===== config.mk =====
export PLATFORM = sky130hd
export DESIGN_NAME = spi_reg_slave
export DESIGN_NICKNAME = d
export VERILOG_FILES = /design/src/rtl/spi_regs_pkg.sv /design/src/rtl/spi_reg_ctrl.sv /design/src/rtl/spi_reg_datapath.sv /design/src/rtl/spi_reg_slave.sv
export SDC_FILE = /design/constraint.sdc
export NUM_CORES = 1
export LEC_CHECK = 0
export BUFFER_PORTS_ARGS = -buffer_cell sky130_fd_sc_hd__buf_2
export CAP_MARGIN = 25
export CORE_UTILIZATION = 49
export CTS_CLUSTER_SIZE = 28
export DETAILED_ROUTE_END_ITERATION = 10
export GPL_TIMING_DRIVEN = 0
export PLACE_DENSITY = 0.7
export RECOVER_POWER = 25
export SETUP_SLACK_MARGIN = 0.02
export SLEW_MARGIN = 10
export SYNTH_ARGS = -nofsm -noshare
export SYNTH_HDL_FRONTEND = slang
export SYNTH_SLANG_ARGS = --single-unit
export TNS_END_PERCENT = 100

===== constraint.sdc =====
create_clock -name clk -period 6.97 [get_ports clk]
set_input_delay 0.3485 -clock clk [delete_from_list [all_inputs] [get_ports clk]]
set_output_delay 0.3485 -clock clk [all_outputs]
set_load 0.01 [all_outputs]

===== src/rtl/spi_regs_pkg.sv =====
package spi_regs_pkg;
  localparam logic [5:0] ADDR_CTRL   = 6'd1;
  localparam logic [5:0] ADDR_MODE   = 6'd2;
  localparam logic [5:0] ADDR_GAIN   = 6'd3;
  localparam logic [5:0] ADDR_SAMPLE = 6'd4;

  typedef struct packed {
    logic       shiftIn;   // rising serial edge: capture mosi
    logic       loadTx;    // read command accepted: load transmit word
    logic       shiftOut;  // falling serial edge inside read phase
    logic       holdMiso;  // no read phase active
    logic       commit;    // last write bit sampled
    logic       softRst;   // resync run complete
    logic [5:0] addr;      // register being addressed
  } ctrlStrobes_t;

  function automatic logic [5:0] phaseBits(input logic [5:0] addr);
    case (addr)
      ADDR_MODE:   return 6'd16;
      ADDR_GAIN:   return 6'd24;
      ADDR_SAMPLE: return 6'd32;
      default:     return 6'd8;
    endcase
  endfunction
endpackage


===== src/rtl/spi_reg_ctrl.sv =====
module spi_reg_ctrl
  import spi_regs_pkg::*;
#(
  parameter int RESYNC_ONES = 64
) (
  input  logic         clk,
  input  logic         rstN,
  input  logic         csN,
  input  logic         sclk,
  input  logic         mosi,
  input  logic [6:0]   rxLow,
  output ctrlStrobes_t st
);
  localparam int ONES_W = $clog2(RESYNC_ONES + 1);

  typedef enum logic [1:0] {S_CMD, S_WR, S_RD} phase_t;

  phase_t              phase;
  logic                sclkQ;
  logic [5:0]          bitCnt;
  logic [5:0]          addrQ;
  logic [5:0]          lenQ;
  logic [ONES_W-1:0]   onesCnt;
  logic                rise, fall, lastBit, resyncHit, cmdDone;
  logic [7:0]          cmdByte;

  assign rise      = !csN && sclk && !sclkQ;
  assign fall      = !csN && !sclk && sclkQ;
  assign cmdByte   = {rxLow, mosi};
  assign lastBit   = (bitCnt == lenQ - 6'd1);
  assign cmdDone   = rise && (phase == S_CMD) && (bitCnt == 6'd7);
  assign resyncHit = rise && mosi && (onesCnt == ONES_W'(RESYNC_ONES - 1));

  always_comb begin
    st          = '0;
    st.shiftIn  = rise;
    st.loadTx   = cmdDone && !cmdByte[7] && cmdByte[6];
    st.shiftOut = fall && (phase == S_RD);
    st.holdMiso = (phase != S_RD);
    st.commit   = rise && (phase == S_WR) && lastBit;
    st.softRst  = resyncHit;
    st.addr     = (phase == S_CMD) ? cmdByte[5:0] : addrQ;
  end

  always_ff @(posedge clk or negedge rstN) begin
    if (!rstN) begin
      sclkQ   <= 1'b1;
      phase   <= S_CMD;
      bitCnt  <= '0;
      addrQ   <= '0;
      lenQ    <= 6'd8;
      onesCnt <= '0;
    end else begin
      sclkQ <= sclk;
      if (csN || resyncHit) begin
        phase   <= S_CMD;
        bitCnt  <= '0;
        onesCnt <= '0;
      end else if (rise) begin
        onesCnt <= mosi ? onesCnt + 1'b1 : '0;
        if (phase == S_CMD) begin
          if (bitCnt == 6'd7) begin
            bitCnt <= '0;
            if (!cmdByte[7]) begin
              addrQ <= cmdByte[5:0];
              lenQ  <= phaseBits(cmdByte[5:0]);
              phase <= cmdByte[6] ? S_RD : S_WR;
            end
          end else begin
            bitCnt <= bitCnt + 6'd1;
          end
        end else if (lastBit) begin
          phase  <= S_CMD;
          bitCnt <= '0;
        end else begin
          bitCnt <= bitCnt + 6'd1;
        end
      end
    end
  end
endmodule


===== src/rtl/spi_reg_datapath.sv =====
module spi_reg_datapath
  import spi_regs_pkg::*;
#(
  parameter logic [7:0]  CTRL_RST = 8'h0A,
  parameter logic [15:0] MODE_RST = 16'h8000,
  parameter logic [23:0] GAIN_RST = 24'h400000
) (
  input  logic         clk,
  input  logic         rstN,
  input  logic         mosi,
  input  ctrlStrobes_t st,
  input  logic [31:0]  sampleIn,
  output logic [6:0]   rxLow,
  output logic [7:0]   ctrlReg,
  output logic [15:0]  modeReg,
  output logic [23:0]  gainReg,
  output logic         misoOut
);
  logic [22:0] rxShift;
  logic [23:0] wordIn;
  logic [31:0] txShift;
  logic [31:0] readVal;

  assign wordIn = {rxShift, mosi};
  assign rxLow  = rxShift[6:0];

  always_comb begin
    case (st.addr)
      ADDR_CTRL:   readVal = {ctrlReg, 24'h0};
      ADDR_MODE:   readVal = {modeReg, 16'h0};
      ADDR_GAIN:   readVal = {gainReg, 8'h0};
      ADDR_SAMPLE: readVal = sampleIn;
      default:     readVal = '0;
    endcase
  end

  always_ff @(posedge clk or negedge rstN) begin
    if (!rstN) begin
      rxShift <= '0;
      txShift <= '0;
      ctrlReg <= CTRL_RST;
      modeReg <= MODE_RST;
      gainReg <= GAIN_RST;
      misoOut <= 1'b1;
    end else begin
      if (st.shiftIn) rxShift <= wordIn[22:0];

      if (st.softRst) begin
        ctrlReg <= CTRL_RST;
        modeReg <= MODE_RST;
        gainReg <= GAIN_RST;
      end else if (st.commit) begin
        case (st.addr)
          ADDR_CTRL: ctrlReg <= wordIn[7:0];
          ADDR_MODE: modeReg <= wordIn[15:0];
          ADDR_GAIN: gainReg <= wordIn;
          default:   ;
        endcase
      end

      if (st.loadTx)        txShift <= readVal;
      else if (st.shiftOut) txShift <= {txShift[30:0], 1'b0};

      if (st.softRst || st.holdMiso) misoOut <= 1'b1;
      else if (st.shiftOut)          misoOut <= txShift[31];
    end
  end
endmodule


===== src/rtl/spi_reg_slave.sv =====
module spi_reg_slave
  import spi_regs_pkg::*;
#(
  parameter int          RESYNC_ONES = 64,
  parameter logic [7:0]  CTRL_RST    = 8'h0A,
  parameter logic [15:0] MODE_RST    = 16'h8000,
  parameter logic [23:0] GAIN_RST    = 24'h400000
) (
  input  logic        clk,
  input  logic        rstN,
  input  logic        csN,
  input  logic        sclk,
  input  logic        mosi,
  output logic        misoOut,
  input  logic [31:0] sampleIn,
  output logic [7:0]  ctrlOut,
  output logic [15:0] modeOut,
  output logic [23:0] gainOut
);
  ctrlStrobes_t st;
  logic [6:0]   rxLow;

  spi_reg_ctrl #(.RESYNC_ONES(RESYNC_ONES)) ctrl_i (
    .clk(clk), .rstN(rstN), .csN(csN), .sclk(sclk), .mosi(mosi),
    .rxLow(rxLow), .st(st)
  );

  spi_reg_datapath #(.CTRL_RST(CTRL_RST), .MODE_RST(MODE_RST), .GAIN_RST(GAIN_RST)) dp_i (
    .clk(clk), .rstN(rstN), .mosi(mosi), .st(st), .sampleIn(sampleIn),
    .rxLow(rxLow), .ctrlReg(ctrlOut), .modeReg(modeOut), .gainReg(gainOut),
    .misoOut(misoOut)
  );
endmodule


# After elaboration in Yosys (flattened, before gate mapping)

Index checks and enable logic that the tools add are counted.
Widths: inputs -> output; s select.

Add/sub/neg operators: 3
Multipliers: 0
Div/mod/pow operators: 0
Magnitude comparators: 0
Equality and inequality tests: 15
Shifts and indexed selects: 0
Mux-type cells: 31
Bitwise operators: 2
Reductions and logical operators: 33

Operator list:

| operator            | number |
|---|---|
| $pmux 32 s4         | 1 |
| $mux 24             | 3 |
| $mux 32             | 2 |
| $mux 16             | 3 |
| $mux 6              | 6 |
| $eq 6x2->1 const B  | 4 |
| $mux 8              | 3 |
| $mux 7              | 3 |
| $eq 6x3->1 const B  | 3 |
| $pmux 6 s3          | 1 |
| $mux 2              | 7 |
| $reduce_bool 2->1   | 7 |
| $logic_and 1x1->1   | 13 |
| $add 7x1->7 const B | 1 |
| $eq 7x6->1 const B  | 1 |
| $add 6x1->6 const B | 1 |
| $eq 6x1->1 const B  | 1 |
| $eq 6x6->1          | 1 |
| $ne 3x3->1 const B  | 2 |
| $reduce_and 2->1    | 3 |
| $sub 6x1->6 const B | 1 |
| $reduce_and 5->1    | 1 |
| $logic_not 1->1     | 4 |
| $reduce_and 4->1    | 1 |
| 8 further kinds     | 11 |

Register bits: 132
Bits in latches: 0
Bits in writable memories: 0
Bits in read-only memories: 0
Bits of input ports: 37
Memories kept: 0

# Depth between registers and ports, before layout

Depth after elaboration: 8
Gate-level depth with buffers: 9
Mapped depth without buffers: 7

# Hierarchy

A second synthesis with hierarchy kept.

Cells, all modules: 626
Area, all modules: 6416.2 µm²

Modules (own cells, without submodules):

| module           | instances | cells an instance | area each (µm²) | seq. area each (µm²) |
|---|---|---|---|---|
| spi_reg_datapath | 1         | 480               | 4922.2          | 2608.8 |
| spi_reg_ctrl     | 1         | 146               | 1493.9          | 628.1 |

# Least setup slack after synthesis

Ideal clock, no wire load.

Path kind: register to register
From: reg ctrl_i.lenQ[3]
To: reg ctrl_i.phase[0]
Setup time: 0.125 ns
Arrival time: 2.137 ns
Setup slack: 4.708 ns
Stages on the path, launching flop included: 8
Path buffers: 0
Period minus slack after synthesis: 2.262 ns
Cell sequence: dfstp_2 > inv_1 > ha_1 > xnor3_1 > and4_4 > a211o_1 > o221ai_2 > mux2_2

Word-level cells in the longest chain between the ends: 4

Ends and longest elaborated chain:

| item                        | RTL line           | source |
|---|---|---|
| start, declared             | spi_reg_ctrl.sv:22 | `logic [5:0] lenQ;` |
| start signal, assigned      | spi_reg_ctrl.sv:66 | `lenQ <= phaseBits(cmdByte[5:0]);` |
| $sub 6x1->6                 | spi_reg_ctrl.sv:30 | `assign lastBit = (bitCnt == lenQ - 6'd1);` |
| $eq 6x6->1                  | spi_reg_ctrl.sv:30 |  |
| $reduce_bool 3->1 (no line) | -                  |  |
| $reduce_and 4->1 (no line)  | -                  |  |
| end signal, assigned        | spi_reg_ctrl.sv:67 | `phase <= cmdByte[6] ? S_RD : S_WR;` |
| end, declared               | spi_reg_ctrl.sv:18 | `phase_t phase;` |

No other way between the ends.
A chain may end at the register's enable or synchronous reset.

==> metrics <==
Pwr per Cell Area 270 nW/um^2; die width approximately 120 microns; final WL between 15000 and 20000 microns; CP peak stage delay about 1.9 ns; Tmin final about 2.8 ns; Final Skew roughly 0.006 ns; P&R area growth vs syn 19.1%; IO buf count 84; post-placement cell count ~890; failing checks max-capacitance violations, max-slew violations; worst hold path type primary input to flop; setup TNS 0 ns; Max Freq about 0.35 GHz; CP endpoint kind async pin; Placed Area about 7000 sq um; number of global-route vias before repair 5243; Clock Power Share 0.395; Synth cell types 56; ys async rst share 1.00; Switching Power 0.647 mW; global-route wire length before repair about 28000 microns; Die H 116 microns; First DRT Iteration DRCs between 500 and 600; VDD IR max approximately 170 uV; Worst R2R Setup Slack between 4 and 5 ns; Cell Chain, Critical Path dlygate4sd3_1 > clkbuf_1; Max H-tree Level 4; RSZ-0062 raised after global routing no; Setup CP Type primary input to async pin; post-place setup slack roughly 4.4 ns; hold buffers post-CTS 1; via count approximately 5500; Boundary Pins 86; outcome finished, violations left; TritonCTS clock tree built; Final Max Slew Viols 48; largest net degree at the start of global routing 83; mux cell area share after synthesis 0.0824; compound-cell area share of the yosys netlist 0.189; Main synth FF type dfrtp_1; # diodes 0; Design Area, Final 7540 sq um; Max Cap Violations 1; Synth Register Bits approximately 130; CP max stage cell clkbuf_1; Logic pwr share 0.184; sinks on the clock net 129; clock-pin slew on the worst setup and hold paths about 0.060 ns; internal power 1.39 mW; buffers plus inverters on the worst setup path 2; hold slack between 0.1 and 0.15 ns; leakage power between 3 and 4 nW; Final WS setup 4.14 ns; Synth Cell Area roughly 6300 sq um; total grt overflow 0; Post-CTS Resized 0; root buffer cell clkbuf_16; die area 13400 sq um; Final #Nets roughly 780; antenna viol nets, final 0; drt pass-1 iters 5; fin crit share 0.406; endpoints failing setup 0; Mapped Nets 670; Rel. slew slack -0.771; simple-gate share of the synthesized area 0.158; Mapped Avg Cell Area between 10 and 15 sq um; final cell count without fillers 920; Longest Clk Path Bufs 2; most frequent cells in the layout dfrtp_1, nand2_1, buf_2, o21ai_0; synthesized instance count 630; share of cells above drive strength 1 0.219; final hold violation count 0; Post-synth EDFFs 0; family with the most delay on the worst path buffers and inverters; Total Power a little over 2 mW; CTS Buf Count 17; Fill cells ~1100; Final Util 0.598; Total GRT Usage 0.278; largest family of logic cells by synthesized area compound AO/OA/AOI/OAI gates; GPL Wtd Cong around 0.85; Initial Utilization 0.502; Flop pwr share 0.421; Detailed Place HPWL roughly 13000 microns; Remaining DRCs 0; adder-cell share of the synthesized area 0.00593; register area share after synthesis 0.511; drt via density 5.96; Core Region 12600 sq um; worst-path fanout max between 40 and 50; post-synthesis xor/xnor area fraction 0.0105; Post CTS Setup Buffer Count 0; actual slew at the worst max-slew pin between 2 and 3 ns; synth warn 0; row cnt between 40 and 50; Critical Path Start Type primary input; switch share 0.318; WL/cell about 19 microns; required time worst endpoint a little under 7 ns; initial antenna violation count 0; crit path DAT approximately 2.8 ns; most common cell after layout, fill and taps aside dfrtp_1; clk_lat worst skew a little over 0.4 ns
-- cells by family after synthesis --
kind of cell / count (synthesis)
xor gates and xnor gates: 6
muxes: 51
adders and majority gates: 3
buffers and inverters: 53
DFF: 129
and+or+nand+nor: 204
AOI/OAI and AO/OA: 184
-- power groups by stage --
stage | Sequential, mW | Clock (mW) | Combinational (mW)
after floorplan | 0.845 | 0 | 0.246
after global placement | 0.863 | 0 | 0.352
after detailed placement | 0.866 | 0 | 0.366
after CTS | 0.853 | 0.812 | 0.368
after global routing | 0.862 | 0.842 | 0.411
final | 0.856 | 0.804 | 0.374
-- final cells by class --
| class | instances | area [sq um] | share of cell area |
|---|---|---|---|
| Multi-Input combinational cell | 448 | 2830 | 0.375 |
| Inverter | 8 | 30.0 | 0.00398 |
| Buffer | 45 | 235 | 0.0312 |
| Sequential cell | 129 | 3240 | 0.429 |
| Clock inverter | 12 | 86.3 | 0.0114 |
| Clock buffer | 20 | 457 | 0.0605 |
| Timing Repair Buffer | 86 | 455 | 0.0604 |
| Tap cell | 172 | 215 | 0.0285 |
-- flip-flops by register name (all words and copies together), names as in the netlist, 2 cells and up --
register        count
dp_i.ctrlReg        8
ctrl_i.lenQ         3
dp_i.gainReg       24
ctrl_i.bitCnt       6
dp_i.modeReg       16
dp_i.txShift       32
ctrl_i.addrQ        6
ctrl_i.onesCnt      7
dp_i.rxShift       23
ctrl_i.phase        2
-- Yosys cell counts (all sizes together), types with 2 or more instances --
master   instances  share of area
ha               3         0.0059
mux2i           45          0.072
a211oi           2         0.0024
dfrtp          122           0.48
dfstp            7          0.029
or4              5         0.0059
nor2b            2         0.0020
nor3             2         0.0016
clkbuf          20          0.012
a21o             3         0.0036
o211ai           2         0.0024
mux2             6          0.011
a221oi           8          0.011
a21oi           45          0.036
o21ai           51          0.040
and3             5         0.0049
nand2          101          0.060
nor3b            3         0.0051
inv              8         0.0047
o22ai           17          0.017
nor2            14         0.0083
a32oi            8          0.011
o2bb2ai          7         0.0097
nand2b           5         0.0049
xor2             4         0.0055
nand3           47          0.039
or2              4         0.0040
a22o            24          0.033
nand3b           2         0.0024
and2             7         0.0069
buf             25          0.026
a32o             3         0.0047
a22oi            8         0.0095
o31ai            3         0.0043
-- routing by layer --
metal / vias to the layer above / routed length, microns / global-route usage
li1: 2516 / - / -
met1: 2698 / 7560 / 0.369
met2: 224 / 8410 / 0.442
met3: 42 / 1010 / 0.0533
met4: 0 / 530 / 0.132
met5: - / 0 / 0
-- worst paths after layout --
kind                            startpoint                to  depth (start not counted)
max                                   rstN  dp_i.gainReg[19]                          2
min                                   sclk      ctrl_i.sclkQ                          1
max reg2reg                ctrl_i.phase[1]  dp_i.txShift[30]                          7
min reg2reg                 ctrl_i.lenQ[4]    ctrl_i.lenQ[4]                          2
max in group clk           ctrl_i.phase[1]  dp_i.txShift[30]                          7
min in group asynchronous             rstN   dp_i.txShift[6]                          2
Power figures use the tool's default switching activity.
